**src/rtl/i2c_mon_pkg.sv**
```systemverilog
package i2c_mon_pkg;

  typedef enum logic [1:0] {
    BUS_UNKNOWN = 2'd0,
    BUS_IDLE    = 2'd1,
    BUS_OWNER   = 2'd2,
    BUS_BUSY    = 2'd3
  } busState_t;

  // Line events from the datapath to the control
  typedef struct packed {
    logic startCond;
    logic stopCond;
    logic sclRise;
    logic sclHigh;
    logic sdaHigh;
  } lineEvt_t;

  // Flag-set strobes from the control to the datapath
  typedef struct packed {
    logic setBusErr;
    logic setCollision;
    logic setArbLost;
  } flagSet_t;

  localparam int unsigned NUM_FLAGS = 3;

endpackage

```
**src/rtl/i2c_mon_filter.sv**
```systemverilog
module i2c_mon_filter #(
  parameter int unsigned SYNC_STAGES = 2,
  parameter int unsigned FILT_LEN    = 3
) (
  input  logic clk,
  input  logic rstN,
  input  logic lineIn,
  output logic lineOut
);
  localparam int unsigned CNT_W = (FILT_LEN > 1) ? $clog2(FILT_LEN) : 1;
  localparam logic [CNT_W-1:0] CNT_LAST = CNT_W'(FILT_LEN - 1);

  logic [SYNC_STAGES-1:0] syncQ;
  logic                   syncOut;
  logic [CNT_W-1:0]       diffCnt;

  always_ff @(posedge clk or negedge rstN) begin
    if (!rstN) syncQ <= '1;
    else       syncQ <= {syncQ[SYNC_STAGES-2:0], lineIn};
  end

  assign syncOut = syncQ[SYNC_STAGES-1];

  // Adopt a new level only after it has differed for FILT_LEN samples
  always_ff @(posedge clk or negedge rstN) begin
    if (!rstN) begin
      diffCnt <= '0;
      lineOut <= 1'b1;
    end else if (syncOut != lineOut) begin
      if (diffCnt == CNT_LAST) begin
        lineOut <= syncOut;
        diffCnt <= '0;
      end else begin
        diffCnt <= diffCnt + 1'b1;
      end
    end else begin
      diffCnt <= '0;
    end
  end

  AST_FILTER_HOLD: assert property (@(posedge clk) disable iff (!rstN)
    ((FILT_LEN >= 3) && !$stable(lineOut)) |->
      ($past(syncOut, 1) == lineOut && $past(syncOut, 2) == lineOut));

endmodule

```
**src/rtl/i2c_mon_datapath.sv**
```systemverilog
module i2c_mon_datapath
  import i2c_mon_pkg::*;
#(
  parameter int unsigned SYNC_STAGES = 2,
  parameter int unsigned FILT_LEN    = 3
) (
  input  logic                 clk,
  input  logic                 rstN,
  input  logic                 sclIn,
  input  logic                 sdaIn,
  input  logic                 sclDrive,
  input  logic [NUM_FLAGS-1:0] flagClear,
  input  flagSet_t             flagSet,
  output lineEvt_t             lineEvt,
  output logic                 arbLost,
  output logic                 collision,
  output logic                 busError,
  output logic                 clkHold
);
  localparam int unsigned NUM_LINES = 2;

  logic [NUM_LINES-1:0] rawLine;
  logic [NUM_LINES-1:0] filtLine;
  logic [NUM_LINES-1:0] prevLine;
  logic [NUM_FLAGS-1:0] flagQ;
  logic [NUM_FLAGS-1:0] flagSetVec;
  logic                 sclNow, sdaNow, sclWas, sdaWas;

  assign rawLine = {sdaIn, sclIn};

  for (genvar g = 0; g < NUM_LINES; g++) begin : g_line
    i2c_mon_filter #(
      .SYNC_STAGES(SYNC_STAGES),
      .FILT_LEN   (FILT_LEN)
    ) i_filter (
      .clk    (clk),
      .rstN   (rstN),
      .lineIn (rawLine[g]),
      .lineOut(filtLine[g])
    );
  end

  always_ff @(posedge clk or negedge rstN) begin
    if (!rstN) prevLine <= '1;
    else       prevLine <= filtLine;
  end

  assign sclNow = filtLine[0];
  assign sdaNow = filtLine[1];
  assign sclWas = prevLine[0];
  assign sdaWas = prevLine[1];

  always_comb begin
    lineEvt.startCond = sclWas && sclNow && sdaWas && !sdaNow;
    lineEvt.stopCond  = sclWas && sclNow && !sdaWas && sdaNow;
    lineEvt.sclRise   = !sclWas && sclNow;
    lineEvt.sclHigh   = sclNow;
    lineEvt.sdaHigh   = sdaNow;
  end

  // Sticky flags: bit 0 arbitration lost, bit 1 collision, bit 2 bus error
  assign flagSetVec = {flagSet.setBusErr, flagSet.setCollision, flagSet.setArbLost};

  for (genvar f = 0; f < NUM_FLAGS; f++) begin : g_flag
    always_ff @(posedge clk or negedge rstN) begin
      if (!rstN) flagQ[f] <= 1'b0;
      else       flagQ[f] <= flagSetVec[f] | (flagQ[f] & ~flagClear[f]);
    end
  end

  assign arbLost   = flagQ[0];
  assign collision = flagQ[1];
  assign busError  = flagQ[2];

  always_ff @(posedge clk or negedge rstN) begin
    if (!rstN) clkHold <= 1'b0;
    else       clkHold <= sclDrive && !sclNow;
  end

  AST_COLL_WITH_ARB: assert property (@(posedge clk) disable iff (!rstN)
    $rose(collision) |-> arbLost);

  AST_FLAG_STICKY: assert property (@(posedge clk) disable iff (!rstN)
    ($past(arbLost) && !$past(flagClear[0])) |-> arbLost);

  AST_CLKHOLD_OWN: assert property (@(posedge clk) disable iff (!rstN)
    clkHold |-> $past(sclDrive));

  AST_COND_EXCL: assert property (@(posedge clk) disable iff (!rstN)
    $onehot0({lineEvt.startCond, lineEvt.stopCond, lineEvt.sclRise}));

endmodule

```
**src/rtl/i2c_mon_control.sv**
```systemverilog
module i2c_mon_control
  import i2c_mon_pkg::*;
#(
  parameter int unsigned FRAME_BITS = 9
) (
  input  logic      clk,
  input  logic      rstN,
  input  lineEvt_t  lineEvt,
  input  logic      sdaDrive,
  input  logic      busTimeout,
  output flagSet_t  flagSet,
  output logic      startStb,
  output logic      rstartStb,
  output logic      stopStb,
  output busState_t busState
);
  localparam int unsigned POS_W = $clog2(FRAME_BITS + 1);
  localparam logic [POS_W-1:0] POS_LAST = POS_W'(FRAME_BITS);

  logic [POS_W-1:0] bitPos;
  logic             byteWrapped;
  logic             active;
  logic             legalPos;
  logic             collide;
  logic             arbMiss;
  logic             condSeen;
  busState_t        nextState;

  assign active   = (busState == BUS_OWNER) || (busState == BUS_BUSY);
  assign legalPos = (bitPos == '0) || (bitPos == POS_W'(1) && byteWrapped);
  assign collide  = lineEvt.startCond && (busState == BUS_OWNER) && !sdaDrive;
  assign arbMiss  = lineEvt.sclRise && (busState == BUS_OWNER) && !sdaDrive &&
                    !lineEvt.sdaHigh;
  assign condSeen = lineEvt.startCond || lineEvt.stopCond;

  always_comb begin
    flagSet.setArbLost   = arbMiss || collide;
    flagSet.setCollision = collide;
    flagSet.setBusErr    = condSeen && active && !legalPos && !collide;
  end

  always_comb begin
    nextState = busState;
    if (lineEvt.stopCond)       nextState = BUS_IDLE;
    else if (lineEvt.startCond) nextState = (collide || !sdaDrive) ? BUS_BUSY : BUS_OWNER;
    else if (arbMiss)           nextState = BUS_BUSY;
    else if (busTimeout)        nextState = BUS_IDLE;
  end

  always_ff @(posedge clk or negedge rstN) begin
    if (!rstN) begin
      busState  <= BUS_UNKNOWN;
      startStb  <= 1'b0;
      rstartStb <= 1'b0;
      stopStb   <= 1'b0;
    end else begin
      busState  <= nextState;
      startStb  <= lineEvt.startCond && !active;
      rstartStb <= lineEvt.startCond && active;
      stopStb   <= lineEvt.stopCond;
    end
  end

  // Bit position inside the current byte, counted on SCL rises
  always_ff @(posedge clk or negedge rstN) begin
    if (!rstN) begin
      bitPos      <= '0;
      byteWrapped <= 1'b0;
    end else if (condSeen || !active) begin
      bitPos      <= '0;
      byteWrapped <= 1'b0;
    end else if (lineEvt.sclRise) begin
      if (bitPos == POS_LAST) begin
        bitPos      <= POS_W'(1);
        byteWrapped <= 1'b1;
      end else begin
        bitPos <= bitPos + 1'b1;
      end
    end
  end

  AST_ONE_CONDITION: assert property (@(posedge clk) disable iff (!rstN)
    $onehot0({startStb, rstartStb, stopStb}));

  AST_STOP_TO_IDLE: assert property (@(posedge clk) disable iff (!rstN)
    stopStb |-> busState == BUS_IDLE);

  AST_RSTART_ACTIVE: assert property (@(posedge clk) disable iff (!rstN)
    rstartStb |-> ($past(busState) == BUS_OWNER || $past(busState) == BUS_BUSY));

  AST_COLLIDE_BUSY: assert property (@(posedge clk) disable iff (!rstN)
    flagSet.setCollision |=> busState == BUS_BUSY);

endmodule

```
**src/rtl/i2c_line_monitor.sv**
```systemverilog
module i2c_line_monitor
  import i2c_mon_pkg::*;
#(
  parameter int unsigned SYNC_STAGES = 2,
  parameter int unsigned FILT_LEN    = 3,
  parameter int unsigned FRAME_BITS  = 9
) (
  input  logic       clk,
  input  logic       rstN,
  input  logic       sclIn,
  input  logic       sdaIn,
  input  logic       sclDrive,
  input  logic       sdaDrive,
  input  logic       busTimeout,
  input  logic [2:0] flagClear,
  output logic       startStb,
  output logic       rstartStb,
  output logic       stopStb,
  output logic [1:0] busState,
  output logic       arbLost,
  output logic       collision,
  output logic       busError,
  output logic       clkHold
);
  lineEvt_t  lineEvt;
  flagSet_t  flagSet;
  busState_t stateQ;

  i2c_mon_datapath #(
    .SYNC_STAGES(SYNC_STAGES),
    .FILT_LEN   (FILT_LEN)
  ) i_datapath (
    .clk      (clk),
    .rstN     (rstN),
    .sclIn    (sclIn),
    .sdaIn    (sdaIn),
    .sclDrive (sclDrive),
    .flagClear(flagClear),
    .flagSet  (flagSet),
    .lineEvt  (lineEvt),
    .arbLost  (arbLost),
    .collision(collision),
    .busError (busError),
    .clkHold  (clkHold)
  );

  i2c_mon_control #(
    .FRAME_BITS(FRAME_BITS)
  ) i_control (
    .clk       (clk),
    .rstN      (rstN),
    .lineEvt   (lineEvt),
    .sdaDrive  (sdaDrive),
    .busTimeout(busTimeout),
    .flagSet   (flagSet),
    .startStb  (startStb),
    .rstartStb (rstartStb),
    .stopStb   (stopStb),
    .busState  (stateQ)
  );

  assign busState = stateQ;

endmodule

```
**config.mk**
```make
export PLATFORM = sky130hd
export DESIGN_NAME = i2c_line_monitor
export DESIGN_NICKNAME = d
export VERILOG_FILES = /design/src/rtl/i2c_mon_pkg.sv /design/src/rtl/i2c_mon_filter.sv /design/src/rtl/i2c_mon_datapath.sv /design/src/rtl/i2c_mon_control.sv /design/src/rtl/i2c_line_monitor.sv
export SDC_FILE = /design/constraint.sdc
export NUM_CORES = 1
export LEC_CHECK = 0
export BUFFER_PORTS_ARGS = -buffer_cell sky130_fd_sc_hd__buf_2
export CAP_MARGIN = 10
export CORE_MARGIN = 3
export CORE_UTILIZATION = 53
export DETAILED_ROUTE_END_ITERATION = 6
export PLACE_DENSITY = 0.76
export SETUP_SLACK_MARGIN = 0.2
export SYNTH_ARGS = -nofsm -noshare
export SYNTH_HDL_FRONTEND = slang
export SYNTH_SLANG_ARGS = --single-unit
export TNS_END_PERCENT = 20
```
**constraint.sdc**
```tcl
create_clock -name clk -period 2.2 [get_ports clk]
set_input_delay 0.33 -clock clk [delete_from_list [all_inputs] [get_ports clk]]
set_output_delay 0.33 -clock clk [all_outputs]
set_load 0.02 [all_outputs]
```
==> results.md <==
* Outcome: complete, no violations
* Share of cells above drive strength 1 at 33.6%
* Seq/Total Area, Yosys at 60.1%
* Syn_nets at 103
* Vias in the first global route at 719
* RSZ-0062 raised after global routing: false
* Largest net degree at the start of global routing at 27
* NetSw at 0.440 mW
* Library cells used by synthesis at 35
* Max-slew headroom at 63.6%
* Cell leakage power at 0.558 nW
* Die width at 51.5 µm
* Final Cell Area at 1270 µm²
* RD Place Congestion at 0.799
* Synth Flop Type: dfrtp_1
* Synthesis-to-layout area growth at 15.6%
* Min-delay worst type: in -> reg
* Slew Viols, Final at 0
* Crit path launch type: register
* Global-route wire length before repair at 3200 µm
* DRT Pass-1 Iters at 4
* RR Endpoint: i_control.byteWrapped
* Cts hold-fix bufs at 1
* CTS H-tree depth at 1
* Clock root buffer: clkbuf_4
* Worst EP arrival at 1850 ps
* Gate Count Post-Synth at 93
* Setup-failing EPs final at 0
* Routed vias/inst at 5.38
* TritonCTS buffer count at 3
* Slew @ Worst Pin at 546 ps
* Slowest CP cell: dfstp_2
* Post-DP HPWL at 1340 µm
* Avg Synthesized Cell Area at 11.8 µm²
* Fin crit share at 74.0%
* TritonCTS clock tree: built
* R2R Setup Slk at 570 ps
* Mapped cell area at 1100 µm²
* GRT Resource Usage Total at 16.7%
* Routed vias at 743
* Worst vdd ir at 0.876 mV
* Drt drc at 0
* Seq cells post-synth at 26
* Io pins at 19
* Initial Util at 59.7%
* Clk network pwr share at 23.0%
* Total of max-cap violations at 0
* FP Rows at 15
* Ys Warns at 0
* Synth async-reset ratio at 100%
* CP startpoint: i_datapath.g_line[0].i_filter.lineOut
* Sw frac at 31.8%
* Initial antenna violation count at 0
* ANT cells at 0
* Total gr overflow at 0
* Hold Violations, Final at 0
* Clk_skew at 5.60 ps
* Setup CP Type: reg -> reg
* Worst-path cell chain: nand2_1 > o21ai_0 > o21ba_2
* Filler cell count at 162
* WL/cell at 13.8 µm
* Iter 0 DRT Violations at 2
* R2R cell count at 3
* Clk slew on worst S/H paths at 130 ps
* Clock buffer depth at 2
* Max Fanout on Critical Path at 14
* EDFF count, synth at 0
* Fmax at 614 MHz
* CP Capture Point: i_control.byteWrapped
* PwrDens at 1090 nW/µm²
* Clock Latency Late Sink at 320 ps
* Setup Fix Bufs, Post-CTS at 0
* ANT nets after route at 0
* Fin Hold WS at 96.7 ps
* WP data required at 2430 ps
* PostCTS Resize Cnt at 0
* Seq pwr share at 54.0%
* Critical path's largest stage delay at 690 ps
* Placed standard-cell area at 1210 µm²
* Final #Nets at 124
* Setup TNS at 0 ps
* Clock sinks at 26
* DIE HEIGHT at 51.5 µm
* Cell-internal power at 0.946 mW
* Core area at 1840 µm²
* RR Startpoint: i_datapath.g_line[0].i_filter.lineOut
* Tmin final at 1630 ps
* I/O Buffers at 18
* Combinational share of power at 23.1%
* Final WL at 1910 µm
* Kind of end point of the critical path: register
* Die ar. at 2650 µm²
==> sequential cells by signal (all words and copies together), names as in the netlist, 2 cells and up <==
name                                flops
i_control.bitPos                        4
i_datapath.g_line.i_filter.diffCnt      4
i_datapath.g_line.i_filter.syncQ        4
i_control.busState                      2
i_datapath.g_line.i_filter.lineOut      2
i_datapath.prevLine                     2
==> layout by cell type (no fill, tap or decap), drive strengths merged, types with 3 or more instances in the layout <==
cell	n
nor2	5
nor2b	3
o21ai	4
xnor2	3
nor3	4
a21oi	3
dfstp	8
nor3b	3
inv	7
dfrtp	18
buf	18
clkbuf	3
nand2	4
==> critical path, delay by kind of cell, from the launching register on <==
kind             cells  cell delay (ps)
AND/OR/NAND/NOR      1              170
AO/OA/AOI/OAI        2              680
flip-flops           1              690
==> worst min path at each step <==
stage | startpoint | end | cells after the start
global route | sclIn | i_datapath.g_line[0].i_filter.syncQ[0] | 1
finish | sdaIn | i_datapath.g_line[1].i_filter.syncQ[0] | 1
floorplan | rstN | i_control.bitPos[0] | 0
global placement | rstN | i_datapath.g_line[1].i_filter.diffCnt[1] | 1
CTS | sdaIn | i_datapath.g_line[1].i_filter.syncQ[0] | 1
detailed placement | rstN | i_datapath.g_line[1].i_filter.diffCnt[1] | 1
==> routing by layer <==
layer / wire length, µm / track usage [%] / share of wire (%) / vias up
li1: - / - / - / 373
met1: 879 / 21.5 / 46 / 352
met2: 921 / 26.5 / 48 / 16
met3: 85 / 4.30 / 4.5 / 2
met4: 22 / 7.86 / 1.2 / 0
met5: 0 / 0 / 0 / -
==> power groups by stage <==
stage	Sequential, mW	Combinational [mW]	Clock [mW]
final	0.748	0.320	0.319
after global routing	0.769	0.353	0.354
after CTS	0.746	0.323	0.329
after detailed placement	0.753	0.319	0
after global placement	0.745	0.316	0
after floorplan	0.719	0.255	0
==> logic make-up after synthesis <==
| kind of cell | Yosys count | share of synthesized area [%] |
|---|---|---|
| simple gates | 34 | 19.9 |
| flops | 26 | 60.1 |
| compound gates | 17 | 11.0 |
| buf+inv | 10 | 3.53 |
| xor+xnor | 3 | 2.39 |
| mux | 3 | 2.96 |
==> Yosys cell counts, drive strengths merged, types with 2 or more instances <==
cell	number	share of area [%]
nor3	4	1.8
nor2	5	1.7
a31oi	2	1.7
or2	2	1.1
dfstp	8	19
nor3b	3	2.0
xnor2	3	2.4
dfrtp	18	41
clkbuf	2	0.68
mux2	2	2.0
o211ai	2	1.4
inv	7	2.4
or3b	2	1.6
a21oi	3	1.4
nand2	4	1.4
nand4b	2	1.6
o21ai	4	1.8
nand3b	2	1.4
nand2b	2	1.1
nor2b	3	1.7
==> through the flow <==
step                      total power [mW]  worst slack, ps  std cells  util [%]
after global routing                  1.48              434        138      69.0
after CTS                             1.40              568        138      69.0
after global placement                1.06              625        133      65.6
final                                 1.39              572        138      69.0
after floorplan                      0.973              604         93         -
after detailed placement              1.07              586        133      65.6
==> final cells by class <==
cell class | count | area (µm²) | share of cell area [%]
Multi-Input combinational cell | 57 | 399 | 31.4
Clock buffer | 3 | 22.5 | 1.77
Sequential cell | 26 | 661 | 52.0
Timing Repair Buffer | 19 | 100 | 7.88
Tap cell | 25 | 31.3 | 2.46
Inverter | 7 | 26.3 | 2.07
Clock inverter | 1 | 30.0 | 2.36
No activity file was read; power rests on OpenSTA's default activity.
